File: config.mk
export PLATFORM = sky130hd
export DESIGN_NAME = bxe_burst_engine
export DESIGN_NICKNAME = d
export VERILOG_FILES = /design/src/rtl/bxe_pkg.sv /design/src/rtl/bxe_decode.sv /design/src/rtl/bxe_seq.sv /design/src/rtl/bxe_regs.sv /design/src/rtl/bxe_burst_engine.sv
export SDC_FILE = /design/constraint.sdc
export NUM_CORES = 1
export LEC_CHECK = 0
export BUFFER_PORTS_ARGS = -buffer_cell sky130_fd_sc_hd__clkbuf_2
export CAP_MARGIN = 20
export CORE_ASPECT_RATIO = 1.4
export CORE_MARGIN = 1.5
export CORE_UTILIZATION = 45
export CTS_BUF_LIST = sky130_fd_sc_hd__clkbuf_2 sky130_fd_sc_hd__clkbuf_4 sky130_fd_sc_hd__clkbuf_8
export CTS_CLUSTER_DIAMETER = 40
export DETAILED_ROUTE_END_ITERATION = 10
export PLACE_DENSITY = 0.65
export SLEW_MARGIN = 20
export SYNTH_ARGS = -nofsm -noshare
export SYNTH_HDL_FRONTEND = slang
export SYNTH_HIERARCHICAL = 1
export SYNTH_SLANG_ARGS = --single-unit
File: constraint.sdc
create_clock -name clk -period 4.4 [get_ports clk]
set_input_delay 0.66 -clock clk [delete_from_list [all_inputs] [get_ports clk]]
set_output_delay 0.66 -clock clk [all_outputs]
set_load 0.01 [all_outputs]
File: src/rtl/bxe_pkg.sv
package bxe_pkg;
   typedef enum logic [1:0] {
      ST_IDLE = 2'd0,
      ST_RD   = 2'd1,
      ST_WR   = 2'd2,
      ST_DONE = 2'd3
   } bxe_state_t;
endpackage

File: src/rtl/bxe_decode.sv
module bxe_decode #(
   parameter int AW   = 32,
   parameter int DW   = 32,
   parameter int IDXW = 3
) (
   input  logic            cpu_valid,
   input  logic            cpu_we,
   input  logic [AW-1:0]   cpu_addr,
   input  logic            idle,
   output logic            go_rd,
   output logic            go_wr,
   output logic            win_wr,
   output logic [IDXW-1:0] win_idx,
   output logic [AW-1:0]   base_addr
);
   localparam int SH = $clog2(DW/8);

   logic burst, acc;

   assign burst     = cpu_addr[AW-1];
   assign acc       = cpu_valid & idle;
   assign go_rd     = acc & burst & ~cpu_we;
   assign go_wr     = acc & burst & cpu_we;
   assign win_wr    = acc & ~burst & cpu_we;
   assign win_idx   = cpu_addr[SH+IDXW-1:SH];
   assign base_addr = {1'b0, cpu_addr[AW-2:0]};
endmodule

File: src/rtl/bxe_seq.sv
module bxe_seq
   import bxe_pkg::*;
#(
   parameter int AW    = 32,
   parameter int DW    = 32,
   parameter int BEATS = 4
) (
   input  logic                     clk,
   input  logic                     rst_n,
   input  logic                     go_rd,
   input  logic                     go_wr,
   input  logic [AW-1:0]            base_addr,
   input  logic                     wb_ack,
   output logic                     wb_cyc,
   output logic                     wb_stb,
   output logic                     wb_we,
   output logic [AW-1:0]            wb_adr,
   output logic [$clog2(BEATS)-1:0] beat,
   output logic                     busy,
   output logic                     cap_en
);
   localparam int BW = $clog2(BEATS);
   localparam int SH = $clog2(DW/8);
   localparam logic [BW-1:0] LAST = BW'(BEATS-1);
   localparam logic [AW-1:0] STEP = AW'(DW/8);

   bxe_state_t    st_q;
   logic [BW-1:0] beat_q;
   logic [AW-1:0] base_q;

   always_ff @(posedge clk) begin
      if (!rst_n) begin
         st_q   <= ST_IDLE;
         beat_q <= '0;
         base_q <= '0;
      end else begin
         unique case (st_q)
            ST_IDLE: begin
               beat_q <= '0;
               if (go_rd || go_wr) begin
                  st_q   <= go_wr ? ST_WR : ST_RD;
                  base_q <= base_addr;
               end
            end
            ST_RD, ST_WR: begin
               if (wb_ack) begin
                  beat_q <= beat_q + 1'b1;
                  if (beat_q == LAST) st_q <= ST_DONE;
               end
            end
            default: st_q <= ST_IDLE;
         endcase
      end
   end

   assign wb_cyc = (st_q == ST_RD) || (st_q == ST_WR);
   assign wb_stb = wb_cyc;
   assign wb_we  = (st_q == ST_WR);
   assign wb_adr = base_q + (AW'(beat_q) << SH);
   assign beat   = beat_q;
   assign busy   = (st_q != ST_IDLE);
   assign cap_en = (st_q == ST_RD) && wb_ack;


   hold_until_ack_chk: assert property (@(posedge clk) disable iff (!rst_n)
      (wb_stb && !wb_ack) |=> (wb_stb && $stable(wb_adr) && $stable(wb_we)));

   cyc_through_beats_chk: assert property (@(posedge clk) disable iff (!rst_n)
      (wb_stb && wb_ack && beat_q != LAST) |=> wb_cyc);

   cyc_end_chk: assert property (@(posedge clk) disable iff (!rst_n)
      (wb_stb && wb_ack && beat_q == LAST) |=> (!wb_cyc && busy));

   adr_step_chk: assert property (@(posedge clk) disable iff (!rst_n)
      (wb_stb && wb_ack && beat_q != LAST) |=> (wb_adr == $past(wb_adr) + STEP));
endmodule

File: src/rtl/bxe_regs.sv
module bxe_regs #(
   parameter int DW    = 32,
   parameter int BEATS = 4,
   parameter int IDXW  = 3
) (
   input  logic                     clk,
   input  logic                     rst_n,
   input  logic                     cap_en,
   input  logic [$clog2(BEATS)-1:0] beat,
   input  logic [DW-1:0]            cap_word,
   input  logic                     win_wr,
   input  logic [IDXW-1:0]          win_idx,
   input  logic [DW-1:0]            win_wdata,
   output logic [DW-1:0]            rd_data,
   output logic [DW-1:0]            out_word
);
   localparam int BW = $clog2(BEATS);
   localparam int OW = $clog2(DW/8);
   localparam logic [IDXW-1:0] IDX_CARRY = IDXW'(BEATS);
   localparam logic [IDXW-1:0] IDX_OFF   = IDXW'(BEATS + 1);

   logic [DW-1:0]   b_q [BEATS];
   logic [DW-1:0]   carry_q;
   logic [OW-1:0]   off_q;
   logic [2*DW-1:0] wide;
   logic [DW-1:0]   keep, lo, hi;

   // byte realignment: shift word up by off_q lanes, fill bottom from carry
   assign wide = {{DW{1'b0}}, cap_word} << {off_q, 3'b000};
   assign keep = ~({DW{1'b1}} << {off_q, 3'b000});
   assign lo   = wide[DW-1:0] | (carry_q & keep);
   assign hi   = wide[2*DW-1:DW];

   for (genvar g = 0; g < BEATS; g++) begin : g_breg
      always_ff @(posedge clk) begin
         if (!rst_n)
            b_q[g] <= '0;
         else if (cap_en && beat == BW'(g))
            b_q[g] <= lo;
         else if (win_wr && win_idx == IDXW'(g))
            b_q[g] <= win_wdata;
      end
   end

   always_ff @(posedge clk) begin
      if (!rst_n) begin
         carry_q <= '0;
         off_q   <= '0;
      end else begin
         if (cap_en)
            carry_q <= hi;
         else if (win_wr && win_idx == IDX_CARRY)
            carry_q <= win_wdata;
         if (win_wr && win_idx == IDX_OFF)
            off_q <= win_wdata[OW-1:0];
      end
   end

   always_comb begin
      rd_data = '0;
      if (win_idx < IDX_CARRY)    rd_data = b_q[win_idx[BW-1:0]];
      else if (win_idx == IDX_CARRY) rd_data = carry_q;
      else if (win_idx == IDX_OFF)   rd_data = DW'(off_q);
   end

   assign out_word = b_q[beat];


   zero_offset_carry_chk: assert property (@(posedge clk) disable iff (!rst_n)
      (cap_en && off_q == '0) |=> (carry_q == '0));
endmodule

File: src/rtl/bxe_burst_engine.sv
module bxe_burst_engine #(
   parameter int AW    = 32,
   parameter int DW    = 32,
   parameter int BEATS = 4
) (
   input  logic            clk,
   input  logic            rst_n,
   input  logic            cpu_valid,
   input  logic            cpu_we,
   input  logic [AW-1:0]   cpu_addr,
   input  logic [DW-1:0]   cpu_wdata,
   output logic            cpu_ready,
   output logic [DW-1:0]   cpu_rdata,
   output logic            wb_cyc,
   output logic            wb_stb,
   output logic            wb_we,
   output logic [AW-1:0]   wb_adr,
   output logic [DW-1:0]   wb_dat_o,
   output logic [DW/8-1:0] wb_sel,
   input  logic            wb_ack,
   input  logic [DW-1:0]   wb_dat_i
);
   localparam int BW   = $clog2(BEATS);
   localparam int IDXW = $clog2(BEATS + 2);

   if (DW % 8 != 0 || DW < 16) begin : g_bad_dw
      $error("bxe_burst_engine: DW must be a multiple of 8, at least 16");
   end
   if (BEATS < 2 || (1 << BW) != BEATS) begin : g_bad_beats
      $error("bxe_burst_engine: BEATS must be a power of two >= 2");
   end
   if (AW <= IDXW + $clog2(DW/8) + 1) begin : g_bad_aw
      $error("bxe_burst_engine: AW too narrow for the window");
   end

   logic            go_rd, go_wr, win_wr, busy, cap_en;
   logic [IDXW-1:0] win_idx;
   logic [AW-1:0]   base_addr;
   logic [BW-1:0]   beat;

   assign cpu_ready = ~busy;
   assign wb_sel    = '1;

   bxe_decode #(.AW(AW), .DW(DW), .IDXW(IDXW)) u_dec (
      .cpu_valid (cpu_valid),
      .cpu_we    (cpu_we),
      .cpu_addr  (cpu_addr),
      .idle      (cpu_ready),
      .go_rd     (go_rd),
      .go_wr     (go_wr),
      .win_wr    (win_wr),
      .win_idx   (win_idx),
      .base_addr (base_addr)
   );

   bxe_seq #(.AW(AW), .DW(DW), .BEATS(BEATS)) u_seq (
      .clk       (clk),
      .rst_n     (rst_n),
      .go_rd     (go_rd),
      .go_wr     (go_wr),
      .base_addr (base_addr),
      .wb_ack    (wb_ack),
      .wb_cyc    (wb_cyc),
      .wb_stb    (wb_stb),
      .wb_we     (wb_we),
      .wb_adr    (wb_adr),
      .beat      (beat),
      .busy      (busy),
      .cap_en    (cap_en)
   );

   bxe_regs #(.DW(DW), .BEATS(BEATS), .IDXW(IDXW)) u_regs (
      .clk       (clk),
      .rst_n     (rst_n),
      .cap_en    (cap_en),
      .beat      (beat),
      .cap_word  (wb_dat_i),
      .win_wr    (win_wr),
      .win_idx   (win_idx),
      .win_wdata (cpu_wdata),
      .rd_data   (cpu_rdata),
      .out_word  (wb_dat_o)
   );


   posted_start_chk: assert property (@(posedge clk) disable iff (!rst_n)
      (cpu_valid && cpu_ready && cpu_addr[AW-1]) |=> wb_cyc);

   stall_while_bus_chk: assert property (@(posedge clk) disable iff (!rst_n)
      wb_cyc |-> !cpu_ready);
endmodule

Word level (Yosys, flattened, before mapping):

Memory sizes are Yosys's and may differ from the RTL's. A register that Yosys moved wholly into a read port is not among the register bits.
Cells that the tools add are included.
Widths: inputs -> output; s select.

* memories kept: 1
* register bits after elaboration: 69
* input port bits: 101
* memory bits (writable): 128
* output and inout bits: 104

* order comparisons: 1
* eq/ne operators: 13
* shift-type cells: 2
* muxes and demuxes: 51
* add/subtract/negate cells: 2
* reduce and logical (&&, ||, !) cells: 23
* bitwise logic cells: 20

Memory list
* u_regs.b_q: depth 4, width 32, read ports 2, clocked after memory_dff 1, write ports 4, RTL line bxe_regs.sv:22 `logic [DW-1:0] b_q [BEATS];`

Operators by type and width (number)
* $mux 32: 12
* $shl 32x5->64: 1
* $add 31x4->32: 1
* $and 32x32->32: 1
* $not 32->32: 1
* $or 32x32->32: 1
* $shl 32x5->32 const A: 1
* $mux 1: 29
* $mux 2: 8
* $logic_and 1x1->1: 11
* $or 1x1->1: 8
* $pmux 2 s2: 2
* $and 1x1->1: 6
* $eq 2x2->1 const B: 3
* $eq 3x2->1 const B: 2
* $eq 3x3->1 const B: 2
* $reduce_bool 2->1: 3
* $eq 2x1->1 const B: 2
* $logic_not 2->1: 2
* $ne 2x1->1 const B: 2
* $reduce_and 2->1: 2
* $eq 3x1->1 const B: 1
* $logic_not 3->1: 1
* $lt 3x3->1 const B: 1
* other kinds (6): 9

Depth between registers and ports, before layout:

Gate-level depths: netlist of the first run.

* depth after elaboration: 11
* depth in mapped cells: 10

Cells and area by module:

Netlist of the first run, hierarchy kept.

By module, submodules not included
* bxe_regs: area an instance 9873.2 µm², instances 1, cells an instance 887
* bxe_seq: area an instance 2064.5 µm², instances 1, cells an instance 259
* bxe_decode: area an instance 296.5 µm², instances 1, cells an instance 39
* bxe_burst_engine: area an instance 37.5 µm², instances 1, cells an instance 6

Least setup slack after synthesis of the first run:

Ideal clock, no wire load.

* path type: input to register
* start: input port wb_ack
* end: memory u_regs.b_q[1][0], enable pin
* slack: 1.412 ns
* setup time: 0.561 ns
* stages on the path: 6
* data required time: 3.839 ns
* data arrival time: 2.427 ns
* cells stage by stage: and2_1 > buf_2 > nand3b_1 > clkbuf_1 > clkbuf_1 > nand3_1

RTL lines
* start: declaration: RTL line bxe_burst_engine.sv:20 `input logic wb_ack,`
* end: declaration: RTL line bxe_regs.sv:22

Worst setup path after layout of the first run:

* start: register u_seq.beat_q[0] (netlist: u_seq/beat[0])
* end: output port wb_adr[30]

* word-level cells in the longest chain between the ends: 1

Ends and longest elaborated chain
* start: declaration: RTL line bxe_seq.sv:28 `logic [BW-1:0] beat_q;`
* start signal: assignment: RTL line bxe_seq.sv:47 `beat_q <= beat_q + 1'b1;`
* $add 31x4->32: RTL line bxe_seq.sv:59 `assign wb_adr = base_q + (AW'(beat_q) << SH);`
* end: declaration: RTL line bxe_burst_engine.sv:17 `output logic [AW-1:0] wb_adr,`

Every way passes these cells.

==> impl_metrics.py, run 1 <==
metrics = {
    "yosys": {
        "ys.flop_type": "edfxtp_1",
        "ys_seq_area_share_pct": 42.7,
        "synth_cells": 1191,
        "synth_seq_cells": 198,
        "synth_edf_count": 128,
        "syn-cell-area_um2": 12300,
        "synth_cell_types": 55,
        "async_reset_ff_share_pct": 0,
        "yosysWarnings": 6,
        "postSynthAreaPerCell_um2": 10.3,
    },
    "grt": {
        "grt_max_degree": 65,
        "grt_pass1_wl_um": 55000,
        "grt_pass1_vias": 9501,
        "grtUsageTotal_pct": 26.1,
        "antenna_found_initial": 1,
        "overflow": 0,
    },
    "timing": {
        "min_period_ps": 3510,
        "worst_pin_slew_ps": 1010,
        "final.period_utilization_pct": 79.7,
        "final_hold_viol_count": 0,
        "final.setup.tns_ps": 0,
        "relSlewSlack_pct": 32.6,
        "report.final.slew_viol_count": 0,
        "rsz0062_at_grt": "false",
        "timing.fmax_ghz": 0.285,
        "clock_skew_ps": 13.5,
        "finalSetupViolCount": 0,
    },
    "power": {
        "power.share.sequential_pct": 46.8,
        "power.switching_uw": 1710,
        "combPwrFrac_pct": 28.0,
        "power.density_nw_per_um2": 373,
        "p_clk_share_pct": 25.2,
        "ir_worst_vdd_uv": 192,
        "p_leak_uw": 0.00535,
        "switching_share_pct": 33.7,
        "p_int_uw": 3370,
    },
    "floorplanning": {
        "die_x_um": 143,
        "core_um2": 26800,
        "row_count": 71,
        "fp.dieH_um": 198,
        "initial_utilization_pct": 45.7,
        "io_pins": 205,
        "dieArea_um2": 28300,
    },
    "worst_setup_path": {
        "crit_required_ps": 3740,
        "path_class": "reg2out",
        "end_kind": "primary output",
        "cp_max_fo": 15,
        "arrival_ps": 2850,
        "worstSetupStartpointType": "flop",
    },
    "cts": {
        "h-tree-depth": 4,
        "ctsHoldBuffers": 0,
        "root_buffer": "clkbuf_8",
        "clk_path_buf_depth": 2,
        "cts_tree": "yes",
        "cts.reportedPaths.clkPinSlew_ps": 110,
        "postCtsSetupBuffers": 0,
        "cts_sinks": 198,
        "clk_latency_ps": 500,
        "cts_resized": 0,
        "numCtsBuffers": 17,
    },
    "route": {
        "viasPerCell": 5.95,
        "wl_met2_um": 19000,
        "wirelength_um": 37000,
        "wl_per_cell_um": 22.1,
        "vias": 9979,
        "drc_errors": 0,
        "met1Wirelength_um": 13700,
        "first_pass_iters": 5,
        "ant_nets": 0,
        "drt_iter0_markers": 983,
        "routed.top_layer": "met4",
        "dr_wl_met3_um": 2920,
    },
    "layout": {
        "drive_above_1_share_pct": 29.3,
        "nNetsFinal": 1406,
        "regArea_um2": 5250,
        "instances_no_fill": 1676,
        "nFillCells": 2513,
        "final_cell_mix": "236 x nand2_1, 200 x clkbuf_2, 130 x o22ai_1",
        "area_growth_pct": 11.2,
        "multi_input_area_um2": 6090,
        "final_util_pct": 50.8,
        "final_common_cell": "nand2_1",
    },
    "outcome": {
        "status": "finished, final reports clean",
    },
    "place": {
        "place_congestion": 0.925,
        "dpl.cell_count": 1643,
        "port_buffers": 200,
        "dpl.hpwl_um": 25800,
    },
    "flow_run": {
        "drv_cap": 0,
    },
    "worst_hold_path": {
        "hold_path.class": "in2reg",
    },
}
==> critical path, stage by stage (launching register included) <==
cell,delay [ps]
dfxtp_2,640
ha_1,270
fa_1,240
nand4_1,220
nor2_1,450
nand4b_1,210
xnor2_1,180
clkbuf_2,150
==> worst paths after layout <==
check,from,end,slack [ps],depth (start not counted)
worst min-delay path,cpu_addr[29],u_seq/base_q[29],380,3
worst max register to register,u_seq/st_q[0],u_regs/carry_q[19],1510,9
worst max-delay path,u_seq/beat[0],wb_adr[30],890,7
worst min register to register,u_seq/base_q[1],u_seq/base_q[1],470,2
==> metal layers <==
metal / GRT usage, % / vias up
met3: 4.67 / 77
met1: 30.9 / 4799
met2: 46.2 / 499
met5: 0 / -
li1: - / 4604
met4: 11.5 / 0
==> logic make-up after synthesis <==
logic type / after synthesis / share of synthesized area, %
buffers and inverters: 189 / 7.82
AO/OA/AOI/OAI: 289 / 15.5
flip-flops: 198 / 42.7
XOR/XNOR: 28 / 2.00
multiplexers: 142 / 18.7
adder cells (fa/ha/maj): 8 / 0.877
AND/OR/NAND/NOR: 335 / 12.3
other: 2 / 0.0612
==> registers in the layout, indices dropped and copies added (netlist names) <==
| register | flops |
|---|---|
| u_seq/st_q | 2 |
| u_regs/carry_q | 32 |
| u_regs/b_q | 128 |
| u_seq/beat | 2 |
| u_seq/base_q | 32 |
| u_regs/off_q | 2 |
==> synthesized netlist by cell type (5+ instances only) <==
master,instances,area [um^2]
a211oi_1,16,120
a21boi_0,34,255
a221oi_1,8,70.1
a22oi_1,17,128
a31oi_1,8,50.1
buf_2,41,205
buf_4,45,338
clkbuf_1,54,203
dfxtp_1,70,1400
edfxtp_1,128,3840
ha_1,7,87.6
inv_1,40,150
mux2_2,34,383
mux2_4,6,90.1
mux2i_1,38,380
mux4_2,64,1440
nand2_1,236,886
nand2b_1,10,62.6
nand3_1,21,105
nand4_1,7,43.8
nor2_1,20,75.1
nor2b_1,6,37.5
nor3b_1,9,67.6
o211a_1,8,80.1
o211ai_1,8,60.1
o21a_1,8,60.1
o21ai_0,48,240
o22ai_1,130,813
xnor2_1,23,201
xor2_1,5,43.8
==> final cells by class <==
| cell class | count | area share, % |
|---|---|---|
| multi-input combinational | 807 | 44.7 |
| tap | 365 | 3.35 |
| antenna | 1 | 0.0183 |
| timing repair buffer | 232 | 9.19 |
| clock buffer | 18 | 1.82 |
| sequential | 198 | 38.5 |
| inverter | 41 | 1.13 |
| clock inverter | 14 | 1.33 |
==> through the flow <==
stage	setup WS [ps]	power, uW	cell area (um^2)	hold WS (ps)
5_1_grt	601	5320	13600	364
6_report	891	5080	13600	382
3_5_place_dp	1360	3850	13200	455
4_1_cts	797	5120	13600	352
2_1_floorplan	1410	3330	12300	444
3_3_place_gp	1390	3820	13200	452
==> power groups by stage <==
stage / logic [uW] / clock network (uW) / registers, uW
2_1_floorplan: 988 / 0 / 2340
3_3_place_gp: 1410 / 0 / 2410
3_5_place_dp: 1420 / 0 / 2430
4_1_cts: 1430 / 1310 / 2380
5_1_grt: 1540 / 1370 / 2410
6_report: 1420 / 1280 / 2380
Note: power is estimated with default switching activity, not from simulation.
==> run 2, diff against run 1 <==
--- a/config.mk
+++ b/config.mk
@@ -13,7 +13,7 @@
 export CTS_BUF_LIST = sky130_fd_sc_hd__clkbuf_2 sky130_fd_sc_hd__clkbuf_4 sky130_fd_sc_hd__clkbuf_8
 export CTS_CLUSTER_DIAMETER = 40
 export DETAILED_ROUTE_END_ITERATION = 10
-export PLACE_DENSITY = 0.65
+export PLACE_DENSITY = 0.68
 export SLEW_MARGIN = 20
 export SYNTH_ARGS = -nofsm -noshare
 export SYNTH_HDL_FRONTEND = slang
==> constraint.sdc (replaced) <==
create_clock -name clk -period 2.9 [get_ports clk]
set_input_delay 0.435 -clock clk [delete_from_list [all_inputs] [get_ports clk]]
set_output_delay 0.435 -clock clk [all_outputs]
set_load 0.01 [all_outputs]
==> run 2 against run 1 <==
Register-to-register slack got worse by 1100 ps. Hold slack got worse by 200 ps. Sequential cell count unchanged. Sequential share of layout area fell by 0.30 points. Wire length hardly changed. Critical endpoint is now wb_adr[25].
==> impl_metrics.py, run 2 (same netlist as run 1, synthesis figures left out) <==
metrics = {
    "layout": {
        "nFillCells": 2453,
        "diodes": 0,
        "area_growth_pct": 12.0,
        "regMostFlops": "u_regs/b_q",
        "largest_reg_flops": 128,
        "drive_above_1_share_pct": 30.5,
        "fin_area_um2": 13700,
        "nNetsFinal": 1420,
        "top_regs": "u_regs/b_q x128, u_regs/carry_q x32, u_seq/base_q x32",
        "final_common_cell": "nand2_1",
        "instances_no_fill": 1689,
        "final_cell_mix": "236 x nand2_1, 200 x clkbuf_2, 130 x o22ai_1",
    },
    "flow_run": {
        "drv_cap": 0,
    },
    "timing": {
        "min_period_ps": 2740,
        "worst_pin_slew_ps": 795,
        "timing.fmax_ghz": 0.365,
        "final.period_utilization_pct": 94.4,
        "final_hold_viol_count": 0,
        "worst_slack_ps": 163,
        "clock_skew_ps": 13.2,
        "relSlewSlack_pct": 46.9,
        "finalSetupViolCount": 0,
        "report.final.slew_viol_count": 0,
    },
    "grt": {
        "grt_max_degree": 45,
        "overflow": 0,
        "grt_pass1_vias": 9866,
        "grt_pass1_wl_um": 55000,
        "grtUsageTotal_pct": 26.1,
        "antenna_found_initial": 1,
    },
    "worst_setup_path": {
        "crit_required_ps": 2470,
        "reg2reg_slack_ps": 400,
        "path_class": "reg2out",
        "cp_max_fo": 7,
        "worstSetupStartpointType": "flop",
        "arrival_ps": 2300,
        "end_kind": "primary output",
        "timing.rr.start": "u_seq/st_q[1]",
        "reg2reg_to": "u_regs/carry_q[29]",
        "r2r_cells": 7,
    },
    "power": {
        "p_clk_share_pct": 22.8,
        "power.switching_uw": 2480,
        "combPwrFrac_pct": 29.5,
        "power.density_nw_per_um2": 544,
        "switching_share_pct": 33.2,
        "p_leak_uw": 0.00543,
        "ir_worst_vdd_uv": 329,
        "p_int_uw": 5000,
        "power.share.sequential_pct": 47.7,
    },
    "cts": {
        "root_buffer": "clkbuf_8",
        "cts_sinks": 198,
        "clk_path_buf_depth": 2,
        "cts.reportedPaths.clkPinSlew_ps": 110,
        "cts_tree": "yes",
        "h-tree-depth": 4,
        "numCtsBuffers": 17,
        "clk_latency_ps": 480,
        "postCtsSetupBuffers": 0,
    },
    "floorplanning": {
        "initial_utilization_pct": 45.7,
        "row_count": 71,
        "core_um2": 26800,
        "fp.dieH_um": 198,
        "die_x_um": 143,
        "io_pins": 205,
        "dieArea_um2": 28300,
    },
    "route": {
        "vias": 10029,
        "ant_nets": 0,
        "first_pass_iters": 6,
        "wl_per_cell_um": 21.9,
        "viasPerCell": 5.94,
        "drc_errors": 0,
        "wirelength_um": 37000,
        "drt_iter0_markers": 1045,
    },
    "place": {
        "dp_slack_ps": 513,
        "port_buffers": 200,
        "dpl.cell_count": 1657,
        "dpl.hpwl_um": 25600,
        "place_area_um2": 13400,
        "place_congestion": 0.962,
    },
    "worst_hold_path": {
        "hold_depth": 3,
        "hold_path.class": "in2reg",
        "worstHoldEndpoint": "u_seq/base_q[8]",
        "hp-start": "cpu_addr[8]",
    },
    "outcome": {
        "status": "finished, final reports clean",
    },
}
==> run 2: worst max-delay path, stage by stage (launching register included) <==
cell,delay (ps)
dfxtp_1,430
nand4_1,340
nor3_2,520
nand3_1,180
xnor2_1,190
clkbuf_2,160
==> run 2: cell type report <==
class	count	area [um^2]	area share [%]
multi-input combinational	807	6130	44.6
sequential	198	5250	38.2
clock buffer	22	297	2.16
clock inverter	10	68.8	0.501
timing repair buffer	246	1400	10.2
tap	365	457	3.32
inverter	41	154	1.12
==> run 2: repair_timing <==
action	4_1_cts	5_1_grt
endpoints found under the setup margin	0	9
hold buffers	0	0
resized for setup	0	3
==> run 2: worst max path at each step <==
stage                         start                end  slack [ps]  cells after the start
floorplan             u_seq/st_q[0]   u_regs/b_q[2][0]         320                     10
global placement      u_seq/st_q[0]   u_regs/b_q[1][7]         590                      9
detailed placement    u_seq/st_q[0]  u_regs/carry_q[9]         510                      9
CTS                 u_seq/base_q[2]         wb_adr[30]          50                      7
global route        u_seq/base_q[2]         wb_adr[20]         -20                      7
finish              u_seq/base_q[8]         wb_adr[25]         160                      5
==> run 2: routing by layer <==
layer / up-vias / share of wire [%] / global-route usage (%)
met1: 4743 / 38 / 31.0
met5: - / 0.035 / 0
li1: 4636 / - / -
met2: 556 / 50 / 45.5
met4: 2 / 3.4 / 11.2
met3: 92 / 9.0 / 5.44
==> run 2: power by group through the flow <==
stage / Sequential (uW) / Combinational [uW] / Clock, uW
floorplan: 3540 / 1500 / 0
global placement: 3600 / 2180 / 0
detailed placement: 3620 / 2210 / 0
CTS: 3560 / 2210 / 1740
global route: 3610 / 2400 / 1850
finish: 3570 / 2200 / 1710
==> run 2: metrics by stage <==
stage | utilization [%] | power [uW] | TNS, ps | hold WS (ps)
after floorplan | - | 5050 | 0 | 444
after global placement | 49.8 | 5790 | 0 | 449
after detailed placement | 49.8 | 5830 | 0 | 456
after CTS | 51.2 | 7520 | 0 | 152
after global routing | 51.2 | 7850 | -34.8 | 157
final | 51.2 | 7480 | 0 | 180
